`src/rtl/uart_irq_pkg.sv`:
```
package uart_irq_pkg;

   typedef enum logic [3:0] {
      IID_NONE = 4'b0001,
      IID_LINE = 4'b0110,
      IID_RXAV = 4'b0100,
      IID_TOUT = 4'b1100,
      IID_TXEM = 4'b0010
   } iid_e;

   localparam int NUM_SRC = 4;
   localparam int ERR_W   = 4;
   localparam int MAX_TRIG = 14;

   function automatic int trig_level(input logic [1:0] sel);
      case (sel)
         2'd0:    return 1;
         2'd1:    return 4;
         2'd2:    return 8;
         default: return MAX_TRIG;
      endcase
   endfunction

endpackage

```
`src/rtl/uart_irq_linestat.sv`:
```
module uart_irq_linestat #(
   parameter int ERR_W = 4
) (
   input  logic             clk,
   input  logic             rst_n,
   input  logic [ERR_W-1:0] err_pulse,
   input  logic             rd_lsr,
   output logic [ERR_W-1:0] err_q,
   output logic             line_pend
);

   for (genvar i = 0; i < ERR_W; i++) begin : g_err
      always_ff @(posedge clk or negedge rst_n) begin
         if (!rst_n) err_q[i] <= 1'b0;
         else        err_q[i] <= (err_q[i] & ~rd_lsr) | err_pulse[i];
      end
   end

   assign line_pend = |err_q;

   a_r3_read_clears: assert property (@(posedge clk) disable iff (!rst_n)
      (rd_lsr && err_pulse == '0) |=> (err_q == '0));

   a_r3_sticky: assert property (@(posedge clk) disable iff (!rst_n)
      !rd_lsr |=> ((err_q & $past(err_q)) == $past(err_q)));

endmodule

```
`src/rtl/uart_irq_sources.sv`:
```
module uart_irq_sources
   import uart_irq_pkg::*;
#(
   parameter int CNT_W = 5
) (
   input  logic             clk,
   input  logic             rst_n,
   input  logic [CNT_W-1:0] rx_count,
   input  logic [1:0]       trig_sel,
   input  logic             rx_timeout,
   input  logic             rx_activity,
   input  logic             thr_empty,
   input  logic             wr_thr,
   input  logic             txem_ack,
   output logic             rxav_pend,
   output logic             tout_pend,
   output logic             txem_pend
);

   logic [CNT_W-1:0] thresh;
   logic             thr_empty_q;
   logic             txem_set;

   always_comb thresh = CNT_W'(trig_level(trig_sel));
   assign rxav_pend = (rx_count >= thresh);

   always_ff @(posedge clk or negedge rst_n) begin
      if (!rst_n) tout_pend <= 1'b0;
      else        tout_pend <= (tout_pend | (rx_timeout & (rx_count != '0))) & ~rx_activity;
   end

   assign txem_set = thr_empty & ~thr_empty_q;

   always_ff @(posedge clk or negedge rst_n) begin
      if (!rst_n) begin
         thr_empty_q <= 1'b1;
         txem_pend   <= 1'b0;
      end else begin
         thr_empty_q <= thr_empty;
         txem_pend   <= (txem_pend | txem_set) & ~(wr_thr | txem_ack);
      end
   end

   a_r6_activity_clears: assert property (@(posedge clk) disable iff (!rst_n)
      rx_activity |=> !tout_pend);

   a_r6_empty_ignored: assert property (@(posedge clk) disable iff (!rst_n)
      (!tout_pend && rx_count == '0) |=> !tout_pend);

   a_r7_write_clears: assert property (@(posedge clk) disable iff (!rst_n)
      wr_thr |=> !txem_pend);

endmodule

```
`src/rtl/uart_irq_prio.sv`:
```
module uart_irq_prio
   import uart_irq_pkg::*;
#(
   parameter int N = NUM_SRC
) (
   input  logic [N-1:0] req,
   output logic [N-1:0] grant,
   output iid_e         iid
);

   for (genvar i = 0; i < N; i++) begin : g_grant
      if (i == 0) begin : g_top
         assign grant[i] = req[i];
      end else begin : g_rest
         assign grant[i] = req[i] & ~(|req[i-1:0]);
      end
   end

   always_comb begin
      iid = IID_NONE;
      if      (grant[0]) iid = IID_LINE;
      else if (grant[1]) iid = IID_RXAV;
      else if (grant[2]) iid = IID_TOUT;
      else if (grant[3]) iid = IID_TXEM;
   end

   always_comb begin
      a_r4_single_grant: assert ($onehot0(grant));
   end

endmodule

```
`src/rtl/uart_irq_ident.sv`:
```
module uart_irq_ident
   import uart_irq_pkg::*;
#(
   parameter int FIFO_DEPTH = 16,
   localparam int CNT_W = $clog2(FIFO_DEPTH + 1)
) (
   input  logic             clk,
   input  logic             rst_n,
   input  logic [3:0]       err_pulse,
   input  logic [CNT_W-1:0] rx_count,
   input  logic [1:0]       trig_sel,
   input  logic             rx_timeout,
   input  logic             rx_push,
   input  logic             thr_empty,
   input  logic             rd_iir,
   input  logic             rd_lsr,
   input  logic             rd_rbr,
   input  logic             wr_thr,
   input  logic             en_line,
   input  logic             en_rx,
   input  logic             en_tx,
   output logic             irq,
   output logic [3:0]       iir,
   output logic [3:0]       lsr_err
);

   if (FIFO_DEPTH < MAX_TRIG) begin : g_depth_chk
      $error("uart_irq_ident: FIFO_DEPTH below highest trigger level");
   end

   logic               line_pend, rxav_pend, tout_pend, txem_pend;
   logic [NUM_SRC-1:0] req, grant;
   iid_e               iid;

   uart_irq_linestat #(.ERR_W(ERR_W)) u_line (
      .clk       (clk),
      .rst_n     (rst_n),
      .err_pulse (err_pulse),
      .rd_lsr    (rd_lsr),
      .err_q     (lsr_err),
      .line_pend (line_pend)
   );

   uart_irq_sources #(.CNT_W(CNT_W)) u_src (
      .clk         (clk),
      .rst_n       (rst_n),
      .rx_count    (rx_count),
      .trig_sel    (trig_sel),
      .rx_timeout  (rx_timeout),
      .rx_activity (rd_rbr | rx_push),
      .thr_empty   (thr_empty),
      .wr_thr      (wr_thr),
      .txem_ack    (rd_iir & grant[3]),
      .rxav_pend   (rxav_pend),
      .tout_pend   (tout_pend),
      .txem_pend   (txem_pend)
   );

   assign req = {txem_pend & en_tx, tout_pend & en_rx, rxav_pend & en_rx, line_pend & en_line};

   uart_irq_prio #(.N(NUM_SRC)) u_prio (
      .req   (req),
      .grant (grant),
      .iid   (iid)
   );

   assign iir = iid;
   assign irq = |grant;

   a_r1_irq_matches_id: assert property (@(posedge clk) disable iff (!rst_n)
      irq == !iir[0]);

   a_r4_line_first: assert property (@(posedge clk) disable iff (!rst_n)
      (en_line && lsr_err != 4'b0) |-> (iir == 4'b0110));

   a_r8_masked_quiet: assert property (@(posedge clk) disable iff (!rst_n)
      (!en_line && !en_rx && !en_tx) |-> (!irq && iir == 4'b0001));

endmodule

```
`config.mk`:
```
export PLATFORM = sky130hd
export DESIGN_NAME = uart_irq_ident
export DESIGN_NICKNAME = d
export VERILOG_FILES = /design/src/rtl/uart_irq_pkg.sv /design/src/rtl/uart_irq_linestat.sv /design/src/rtl/uart_irq_sources.sv /design/src/rtl/uart_irq_prio.sv /design/src/rtl/uart_irq_ident.sv
export SDC_FILE = /design/constraint.sdc
export NUM_CORES = 1
export LEC_CHECK = 0
export ABC_AREA = 1
export BUFFER_PORTS_ARGS = -buffer_cell sky130_fd_sc_hd__buf_2
export CAP_MARGIN = 10
export CORE_AREA = 5 5 42 44
export CTS_CLUSTER_SIZE = 10
export DETAILED_ROUTE_END_ITERATION = 6
export DIE_AREA = 0 0 47 49
export PLACE_DENSITY = 0.7
export SYNTH_ARGS = -nofsm -noshare
export SYNTH_HDL_FRONTEND = slang
export SYNTH_SLANG_ARGS = --single-unit
export TNS_END_PERCENT = 5
```
`constraint.sdc`:
```
create_clock -name clk -period 3 [get_ports clk]
set_input_delay 0.3 -clock clk [delete_from_list [all_inputs] [get_ports clk]]
set_output_delay 0.3 -clock clk [all_outputs]
set_load 0.05 [all_outputs]
```
; ---- Word level (Yosys, flattened, before mapping)
; Cells that the tools add are included.
[totals]
out_inout_bits = 9
input_bits = 23
regBits = 7
[classes]
n_lt_le_gt_ge = 1
mux = 5
reduce_logical = 6
n_eq_ne = 2
bitwise_logic = 31
[op_table]
columns = operator, n
row1 = bitwise AND 1 bit, 16
row2 = 2-to-1 mux 4 bit, 3
row3 = one-hot mux 4 bit (3 select lines), 1
row4 = OR 1 bit, 8
row5 = OR reduction 4 bit, 2
row6 = inverter 1 bit, 7
row7 = greater-or-equal comparator 5 x 4 -> 1 bit, 1
row8 = nonzero test 5 bit, 1
row9 = OR reduction 3 bit, 1
row10 = == test 2 x 1 -> 1 bit (second input constant), 1
row11 = == test 2 bit (second input constant), 1
row12 = logical NOT 2 bit, 1
row13 = 2-to-1 mux 2 bit, 1
row14 = OR reduction 2 bit, 1

; ---- Logic depth before layout (Yosys ltp)
; Gate-level depths: netlist of run 1.
[logic_depth]
word_depth = 11
depth_mapped = 10
ltp_nobuf = 10

; ---- Cells and area by module
; From an unflattened synthesis of run 1, not the netlist that was laid out.
[unflattened]
cells_unflattened = 75
hier_area_um2 = 500.5
[by_module_without_submodules]
columns = module, area_each_um2, instances, seq_area_each_um2, cells_per_inst
row1 = uart_irq_sources, 221.5, 1, 76.3, 28
row2 = uart_irq_linestat, 160.2, 1, 100.1, 20
row3 = uart_irq_prio, 63.8, 1, 0.0, 13
row4 = uart_irq_ident, 55.1, 1, 0.0, 14

; ---- Worst setup path before layout of run 1
; Ideal clock, no wire load.
[synth_timing]
kind = register -> output
start = reg u_line.err_q[3]
end = out iir[0]
path_slack_ns = 0.646
path_stages_with_launch = 6
arrival_time_ns = 2.054
required_ns = 2.700
path_cell_list = dfrtp_1 inv_1 nand3_2 o21ai_4 nand4_1 inv_1
[synth_between]
elab_chain_cells = 9
[synth_lines]
columns = element, line
row1 = from (decl), uart_irq_linestat.sv:8  ; output logic [ERR_W-1:0] err_q,
row2 = "from (signal, indexed assignment)", uart_irq_linestat.sv:15  ; else err_q[i] <= (err_q[i] & ~rd_lsr) | err_pulse[i];
row3 = OR reduction 4 bit *, uart_irq_linestat.sv:19  ; assign line_pend = |err_q;
row4 = bitwise AND 1 bit *, uart_irq_ident.sv:59  ; assign req = {txem_pend & en_tx, tout_pend & en_rx, rxav_pend & en_rx, line_pend & en_line};
row5 = OR reduction 3 bit, uart_irq_prio.sv:15  ; assign grant[i] = req[i] & ~(|req[i-1:0]);
row6 = inverter 1 bit, uart_irq_prio.sv:15
row7 = bitwise AND 1 bit, uart_irq_prio.sv:15
row8 = 2-to-1 mux 2 bit, uart_irq_prio.sv:24  ; else if (grant[3]) iid = IID_TXEM;
row9 = 2-to-1 mux 4 bit, uart_irq_prio.sv:23  ; else if (grant[2]) iid = IID_TOUT;
row10 = 2-to-1 mux 4 bit, uart_irq_prio.sv:22  ; else if (grant[1]) iid = IID_RXAV;
row11 = 2-to-1 mux 4 bit *, uart_irq_prio.sv:21  ; if (grant[0]) iid = IID_LINE;
row12 = to (decl), uart_irq_ident.sv:23  ; output logic [3:0] iir,
; Mark *: on every way between the ends. The rest lies on a longest branch, timed or not.

; ---- Worst setup path in the final report of run 1
[layout_timing]
start = in trig_sel[1]
end = out iir[0]
[layout_between]
elab_chain_cells = 11
[layout_lines]
columns = element, line
row1 = from (decl), uart_irq_ident.sv:11  ; input logic [1:0] trig_sel,
row2 = == test 2 bit (tied with other cells), uart_irq_pkg.sv:16  ; case (sel)
row3 = one-hot mux 4 bit (3 select lines) *, uart_irq_pkg.sv:16
row4 = greater-or-equal comparator 5 x 4 -> 1 bit *, uart_irq_sources.sv:25  ; assign rxav_pend = (rx_count >= thresh);
row5 = bitwise AND 1 bit *, uart_irq_ident.sv:59
row6 = OR reduction 3 bit, uart_irq_prio.sv:15
row7 = inverter 1 bit, uart_irq_prio.sv:15
row8 = bitwise AND 1 bit, uart_irq_prio.sv:15
row9 = 2-to-1 mux 2 bit, uart_irq_prio.sv:24
row10 = 2-to-1 mux 4 bit, uart_irq_prio.sv:23
row11 = 2-to-1 mux 4 bit *, uart_irq_prio.sv:22
row12 = 2-to-1 mux 4 bit *, uart_irq_prio.sv:21
; Marks and branches as above.

==> results of run 1 <==
-- power groups by stage --
stage / clock network [uW] / registers, uW / logic (uW)
final: 83.1 / 105 / 87.1
after global routing: 95.0 / 106 / 95.9
after CTS: 88.3 / 105 / 88.8
after detailed placement: 0 / 106 / 87.7
after global placement: 0 / 106 / 86.3
after floorplan: 0 / 119 / 43.6
-- layer usage --
| layer | GRT usage | routed length (um) | part of all wire | vias to the layer above |
|---|---|---|---|---|
| met5 | 0 | 0 | 0 | - |
| met4 | 0.0691 | 0 | 0 | 0 |
| met3 | 0.0221 | 143 | 0.14 | 0 |
| met2 | 0.136 | 466 | 0.44 | 23 |
| met1 | 0.128 | 446 | 0.42 | 206 |
| li1 | - | - | - | 261 |
-- layout by cell type, fill, tap and decap left out, drive strengths merged --
cell and instances:
o21ai 1, nor2 8, nand4 2, dfstp 1
buf 31, nor3 2, a21oi 1, ha 4
clkbuf 4, o21bai 5, dlygate4sd3 1, nand3 3
inv 14, nand2 13, dfrtp 6
-- cells by family after synthesis --
| logic type | synth area share |
|---|---|
| AOI/OAI and AO/OA | 0.126 |
| adders and majority gates | 0.107 |
| buffers and inverters | 0.112 |
| DFF | 0.377 |
| and+or+nand+nor | 0.278 |
-- critical path, stage by stage --
cell and delay [ns]:
buf_2 0.11, nor2_1 0.11, ha_1 0.23, inv_1 0.05, nand2_1 0.04, nand2_1 0.05
nand3_1 0.07, nand2_2 0.09, nand4_1 0.10, inv_1 0.06, buf_2 0.25
-- Yosys cell counts --
cell type  instances
inv_1             13
nand2_1           12
nor2_1             8
dfrtp_1            6
o21bai_1           5
ha_1               4
nand3_1            2
nor3_1             2
a21oi_1            1
dfstp_2            1
inv_2              1
nand2_2            1
nand3_2            1
nand4_1            1
nand4_2            1
o21ai_4            1
-- repair_timing --
item | 4_1_cts | 5_1_grt
buffers inserted | 0 | 0
endpoints found under the hold margin | 6 | 0
hold buffers | 1 | 0
-- sequential cells by signal, indices dropped and copies added, names as in the netlist --
name               cells
u_line.err_q           4
u_src.thr_empty_q      1
u_src.tout_pend        1
u_src.txem_pend        1
-- metrics by stage --
| stage | utilization | cells | setup WS [ns] | area (sq um) |
|---|---|---|---|---|
| after floorplan | - | 60 | 0.646 | 468 |
| after detailed placement | 0.459 | 107 | 1.19 | 643 |
| after global routing | 0.485 | 112 | 1.04 | 679 |
| after CTS | 0.485 | 112 | 1.19 | 679 |
| final | 0.485 | 112 | 1.21 | 679 |
| after global placement | 0.459 | 107 | 1.20 | 643 |
-- area by class of cell --
cell class | count | area (sq um) | area share
multi-input cells | 39 | 239 | 0.352
flip-flops and latches | 7 | 176 | 0.260
repair buffers | 32 | 165 | 0.243
inverters | 14 | 52.6 | 0.0773
clock buffers | 4 | 26.3 | 0.0387
well taps | 16 | 20.0 | 0.0295
-- worst min-delay path by stage --
stage / cells after the start / end / slack, ns
detailed placement: 1 / u_line.err_q[0] / 0.14
floorplan: 0 / u_line.err_q[0] / 0.004
global placement: 1 / u_src.txem_pend / 0.14
global route: 1 / u_src.thr_empty_q / 0.14
CTS: 1 / u_src.thr_empty_q / 0.15
finish: 1 / u_src.thr_empty_q / 0.16
==> flow_summary.yaml, run 1 <==
global_route:
  antenna_found_initial: 0
  grt-ovfl-total: 0
  grt_pass1_wl_um: 1660
  track_usage: 0.0978
  grt_max_degree: 8
  grt_pass1_vias: 448
floorplanning:
  die_width_um: 47
  start_util: 0.334
  die_area_sq_mm: 0.00230
  ioPinCount: 32
  num_rows: 14
  core_area_sq_mm: 0.00140
  die_h_um: 49
synthesis:
  ys_ff_latch: 7
  yosys_warnings: 0
  yosysSeqAreaShare: 0.377
  avgSynthCellArea_sq_um: 7.80
  syn_nets: 87
  synthTopCellsByArea: "dfrtp_1 32%, ha_1 11%, inv_1 10%"
  netlist.area_leader.share: 0.321
  synthDistinctLibCells: 16
  syn_area_sq_um: 468
  syn_inst: 60
  yosys.area.top_type: "dfrtp_1"
power:
  power.internal_uw: 181
  power.share.clock: 0.302
  ir_drop_v: 0.000246
  p_leak_uw: 0.000418
  switching_share: 0.341
  pwr-share-seq: 0.381
  p_total_uw: 275
  powerDensity_mw_per_mm2: 405
  p_switching_uw: 93.7
  power_frac_comb: 0.317
route:
  wirelength_um: 1060
  first_iter_violations: 0
  dr.pass1.iters: 1
  wl_per_cell_um: 9.43
  avgViaCountPerCell: 4.38
  via_count: 490
  drcViolationCount: 0
  antenna_left: 0
clock_tree:
  clkTransAtPathRegs_ns: 0.05
  clock_sinks: 7
  clockBufferDepth: 2
  clock-root-buffer: "clkbuf_4"
  cts_tree: "yes"
  htreeDepth: 1
  cts_buffers: 3
  ctsResizeCount: 0
  clk_latency_ns: 0.24
sta:
  min_period_over_period: 0.597
  maxSlewHeadroom: 0.833
  max_freq_mhz: 559
  fin_crit_ns: 1.79
  report.final.hold_viol_count: 0
  finalSetupViolCount: 0
  timing.setup.tns_ns: 0
  rsz0062_at_grt: "false"
  tightest_slew_ns: 0.253
  slew_violations: 0
  hold_ws_ns: 0.165
  fin_skew_ns: 0.00120
critical_path:
  endpoint_kind: "output pin"
  reg2reg_to: "u_src.txem_pend"
  rr_startpoint: "u_line.err_q[3]"
  cp.required_ns: 2.70
  startpoint: "trig_sel[1]"
  crit_end: "iir[0]"
  cp-start-kind: "primary input"
  reg2reg_depth: 6
  crit_type: "in -> out"
  cp.arrival_ns: 1.49
  critPathMaxFanout: 4
  r2r_setup_slack_ns: 1.89
finish:
  diodes: 0
  layout-drive-gt1-share: 0.417
  fill_cells: 148
  area_delta_synth_final_pct: 45.2
  nets: 124
min_path:
  hold_class: "in -> reg"
  hp-start: "thr_empty"
placement:
  portBuffers: 31
  hpwl_um: 949
  gp_congestion: 0.737
outcome:
  status: "completed"
flow_run:
  drv_cap: 0
Power figures use the tool's default switching activity.
==> run 2: changes to the inputs <==
--- a/config.mk
+++ b/config.mk
@@ -8,11 +8,11 @@
 export ABC_AREA = 1
 export BUFFER_PORTS_ARGS = -buffer_cell sky130_fd_sc_hd__buf_2
 export CAP_MARGIN = 10
-export CORE_AREA = 5 5 42 44
+export CORE_MARGIN = 5
+export CORE_UTILIZATION = 35
 export CTS_CLUSTER_SIZE = 10
 export DETAILED_ROUTE_END_ITERATION = 6
-export DIE_AREA = 0 0 47 49
-export PLACE_DENSITY = 0.7
+export PLACE_DENSITY = 0.72
 export SYNTH_ARGS = -nofsm -noshare
 export SYNTH_HDL_FRONTEND = slang
 export SYNTH_SLANG_ARGS = --single-unit
==> constraint.sdc (replaced) <==
create_clock -name clk -period 1.5 [get_ports clk]
set_input_delay 0.15 -clock clk [delete_from_list [all_inputs] [get_ports clk]]
set_output_delay 0.15 -clock clk [all_outputs]
set_load 0.05 [all_outputs]
==> flow_summary.yaml, run 2 (synthesis gave the netlist of run 1 again) <==
min_path:
  hp-start: "thr_empty"
  hold_class: "in -> reg"
placement:
  hpwl_um: 1010
  gp_congestion: 0.762
  dp_cells: 107
  portBuffers: 31
floorplanning:
  die_area_sq_mm: 0.00217
  die_width_um: 46.6
  core_area_sq_mm: 0.00128
  die_h_um: 46.6
  start_util: 0.364
  ioPinCount: 32
  num_rows: 13
finish:
  regMostFlops: "u_line.err_q"
  largest_register_ffs: 4
  layout_common_cells: "27 x buf_2, 12 x nand2_1, 10 x inv_1"
  nets: 125
  diodes: 0
  area_delta_synth_final_pct: 53.7
  final_common_cell: "buf_2"
  fin_cells: 112
  layout-drive-gt1-share: 0.495
clock_tree:
  cts_tree: "yes"
  htreeDepth: 1
  clock_sinks: 7
  clockBufferDepth: 2
  clock-root-buffer: "clkbuf_4"
  post_cts_buffers: 0
  clkTransAtPathRegs_ns: 0.05
  cts_buffers: 3
  clk_latency_ns: 0.25
outcome:
  violations: "setup timing"
  status: "finished, violations left"
critical_path:
  rr_startpoint: "u_line.err_q[2]"
  cp.required_ns: 1.35
  critPathMaxFanout: 5
  cp.arrival_ns: 1.42
  startpoint: "u_line.err_q[2]"
  crit_type: "reg -> out"
  endpoint_kind: "output pin"
  cp-start-kind: "register"
global_route:
  grt_max_degree: 8
  grt_pass1_vias: 504
  grt-ovfl-total: 0
  track_usage: 0.123
  grt_pass1_wl_um: 1850
  antenna_found_initial: 0
sta:
  max_freq_mhz: 638
  fin_crit_ns: 1.57
  slew_violations: 0
  min_period_over_period: 1.04
  timing.setup.tns_ns: -0.126
  maxSlewHeadroom: 0.829
  rsz0062_at_grt: "true"
  finalSetupViolCount: 3
  setup_ws_ns: -0.0673
  fin_skew_ns: 0.00192
  tightest_slew_ns: 0.258
  report.final.hold_viol_count: 0
  hold_ws_ns: 0.0118
route:
  wirelength_um: 1140
  avgViaCountPerCell: 4.43
  wl_per_cell_um: 10.1
  dr.pass1.iters: 1
  via_count: 496
  antenna_left: 0
  first_iter_violations: 0
  drcViolationCount: 0
flow_run:
  drv_cap: 0
power:
  p_total_uw: 568
  p_leak_uw: 0.000422
  powerDensity_mw_per_mm2: 790
  ir_drop_v: 0.000442
-- run 2: cell types whose count changed in the layout (fill, tap and decap cells not counted), moves of 2 or more --
cell | before | now
buf_6 | 0 | 2
inv_2 | 1 | 3
inv_1 | 13 | 10
dfrtp_1 | 6 | 3
buf_4 | 0 | 2
buf_2 | 31 | 27
dfrtp_2 | 0 | 3
-- run 2: worst paths after layout --
kind / depth (start not counted) / slack, ns / endpoint
min in group asynchronous: 2 / 0.27 / u_src.txem_pend
setup reg to reg: 6 / 0.38 / u_src.txem_pend
setup / recovery: 5 / -0.07 / irq
hold / removal: 1 / 0.01 / u_src.thr_empty_q
hold reg to reg: 2 / 0.53 / u_line.err_q[3]
max in group asynchronous: 2 / 1.00 / u_src.thr_empty_q
-- run 2: final cells by class --
cell class | instances | area, sq um
Clock buffer | 4 | 26.3
Multi-Input combinational cell | 39 | 241
Timing Repair Buffer | 33 | 198
Fill cell | 134 | 566
Tap cell | 15 | 18.8
Sequential cell | 7 | 180
Inverter | 14 | 55.1
-- run 2: worst max-delay path: stages (launching register included) --
cell and delay, ns:
dfrtp_2 0.41, inv_2 0.06, nand3_2 0.08, o21ai_4 0.19, nand4_1 0.19, buf_4 0.25
-- run 2: layer usage --
metal  vias to the layer above  part of all wire  GRT usage
met2                        20              0.51      0.225
met5                         -                 0          0
met3                         2              0.13     0.0273
met4                         0             0.011     0.0852
li1                        263                 -          -
met1                       211              0.35      0.117
-- run 2: repair_timing --
action,in CTS,in global routing
pin swaps,1,1
resized for setup,7,2
cloned,0,0
endpoints found under the setup margin,4,5
endpoints found under the hold margin,7,0
hold buffers,1,0
-- run 2: where the power goes --
| group | switching [uW] | leakage [uW] | internal [uW] |
|---|---|---|---|
| sequential | 8.13 | 0.0000777 | 203 |
| combinational | 120 | 0.000329 | 71.0 |
| clock | 65.0 | 0.0000150 | 101 |
-- run 2: stage by stage --
stage | utilization | cell area [sq um] | setup WS (ns)
after global placement | 0.510 | 656 | -0.0413
final | 0.560 | 719 | -0.0673
after detailed placement | 0.510 | 656 | -0.0668
after floorplan | - | 474 | -0.450
after global routing | 0.560 | 719 | -0.158
after CTS | 0.555 | 713 | -0.0971
==> run 3: changes to the inputs <==
--- a/config.mk
+++ b/config.mk
@@ -12,7 +12,8 @@
 export CORE_UTILIZATION = 35
 export CTS_CLUSTER_SIZE = 10
 export DETAILED_ROUTE_END_ITERATION = 6
-export PLACE_DENSITY = 0.72
+export HOLD_SLACK_MARGIN = 0.02
+export PLACE_DENSITY = 0.8
 export SYNTH_ARGS = -nofsm -noshare
 export SYNTH_HDL_FRONTEND = slang
 export SYNTH_SLANG_ARGS = --single-unit
==> flow_summary.yaml, run 3 (synthesis gave the netlist of run 1 again) <==
outcome:
  status: "finished, violations left"
  violations: "setup timing"
critical_path:
  endpoint_kind: "output pin"
  critPathMaxFanout: 5
  crit_type: "reg -> out"
  cp.required_ns: 1.35
  cp.arrival_ns: 1.43
  r2r_setup_slack_ns: 0.39
  cp-start-kind: "register"
placement:
  pre_cts_ws_ns: -0.0775
  gp_congestion: 0.777
  hpwl_um: 997
  portBuffers: 31
  dp_cells: 106
clock_tree:
  post_cts_buffers: 0
  clockBufferDepth: 2
  clkTransAtPathRegs_ns: 0.05
  cts_buffers: 3
  clock_sinks: 7
  clk_latency_ns: 0.25
  clock-root-buffer: "clkbuf_4"
  htreeDepth: 1
  cts_tree: "yes"
power:
  ir_drop_v: 0.000401
  pwr-share-seq: 0.368
  p_switching_uw: 198
  powerDensity_mw_per_mm2: 795
  switching_share: 0.345
  power.share.clock: 0.298
  p_leak_uw: 0.000418
  power_frac_comb: 0.334
  p_total_uw: 574
  power.internal_uw: 376
global_route:
  grt_max_degree: 8
  grt_pass1_vias: 524
  antenna_found_initial: 0
  track_usage: 0.122
  grt-ovfl-total: 0
  grt_pass1_wl_um: 1860
min_path:
  hold_class: "in -> reg"
route:
  drcViolationCount: 0
  first_iter_violations: 2
  via_count: 499
  wirelength_um: 1100
  antenna_left: 0
  dr.pass1.iters: 4
  wl_per_cell_um: 9.84
  avgViaCountPerCell: 4.46
flow_run:
  drv_cap: 0
finish:
  final_common_cell: "buf_2"
  diodes: 0
  layout_common_cells: "27 x buf_2, 12 x nand2_1, 10 x inv_1"
  layout-drive-gt1-share: 0.485
  nets: 125
  fill_cells: 136
  regMostFlops: "u_line.err_q"
  fin_cells: 112
  utilization: 0.562
  area_delta_synth_final_pct: 54.3
  largest_register_ffs: 4
sta:
  min_period_over_period: 1.05
  setup_ws_ns: -0.0816
  maxSlewHeadroom: 0.833
  report.final.hold_viol_count: 0
  fin_skew_ns: 0.00314
  tightest_slew_ns: 0.253
  slew_violations: 0
  finalSetupViolCount: 2
  rsz0062_at_grt: "true"
  max_freq_mhz: 632
  fin_crit_ns: 1.58
  hold_ws_ns: 0.0526
floorplanning:
  die_area_sq_mm: 0.00217
  ioPinCount: 32
  die_h_um: 46.6
  start_util: 0.364
  core_area_sq_mm: 0.00128
  die_width_um: 46.6
  num_rows: 13
run 3: final cells by class:
type                            instances  area, sq um  area share
Clock buffer                            4         26.3      0.0364
Inverter                               14         55.1      0.0763
Multi-Input combinational cell         39          241       0.334
Sequential cell                         7          180       0.250
Tap cell                               15         18.8      0.0260
Timing Repair Buffer                   33          200       0.277
run 3: power by group through the flow:
stage	clock, uW	sequential (uW)	combinational, uW
2_1_floorplan	0	240	89.5
3_3_place_gp	0	214	174
3_5_place_dp	0	214	179
4_1_cts	177	211	193
5_1_grt	189	213	211
6_report	171	211	192
run 3: critical path: stages (launching register included):
cell and delay, ns:
dfrtp_2 0.41, inv_2 0.06, nand3_2 0.09, o21ai_4 0.19
nand4_1 0.19, buf_4 0.25
run 3: final timing paths:
check / from / endpoint / depth (start not counted)
max in group asynchronous: rst_n / u_src.thr_empty_q / 2
min: rd_rbr / u_src.tout_pend / 2
max reg2reg: u_line.err_q[2] / u_src.txem_pend / 6
max: u_line.err_q[2] / irq / 5
min in group asynchronous: rst_n / u_src.tout_pend / 2
min reg2reg: u_line.err_q[3] / u_line.err_q[3] / 2
run 3: through the flow:
step	instance area (sq um)	setup TNS (ns)
floorplan	474	-0.731
global placement	648	-0.0609
detailed placement	648	-0.116
CTS	716	-0.220
global route	722	-0.580
finish	722	-0.149
run 3: routing by layer:
metal,vias up,global-route usage,routed length [um]
met4,0,0.0625,15
li1,260,-,-
met2,20,0.217,604
met3,2,0.0391,81
met5,-,0,0
met1,217,0.125,400
run 3: repair_timing:
item | in CTS | in global routing
endpoints found under the setup margin | 4 | 5
pin swaps | 2 | 1
gates resized for setup | 7 | 2
endpoints found under the hold margin | 8 | 0
hold buffers | 2 | 0
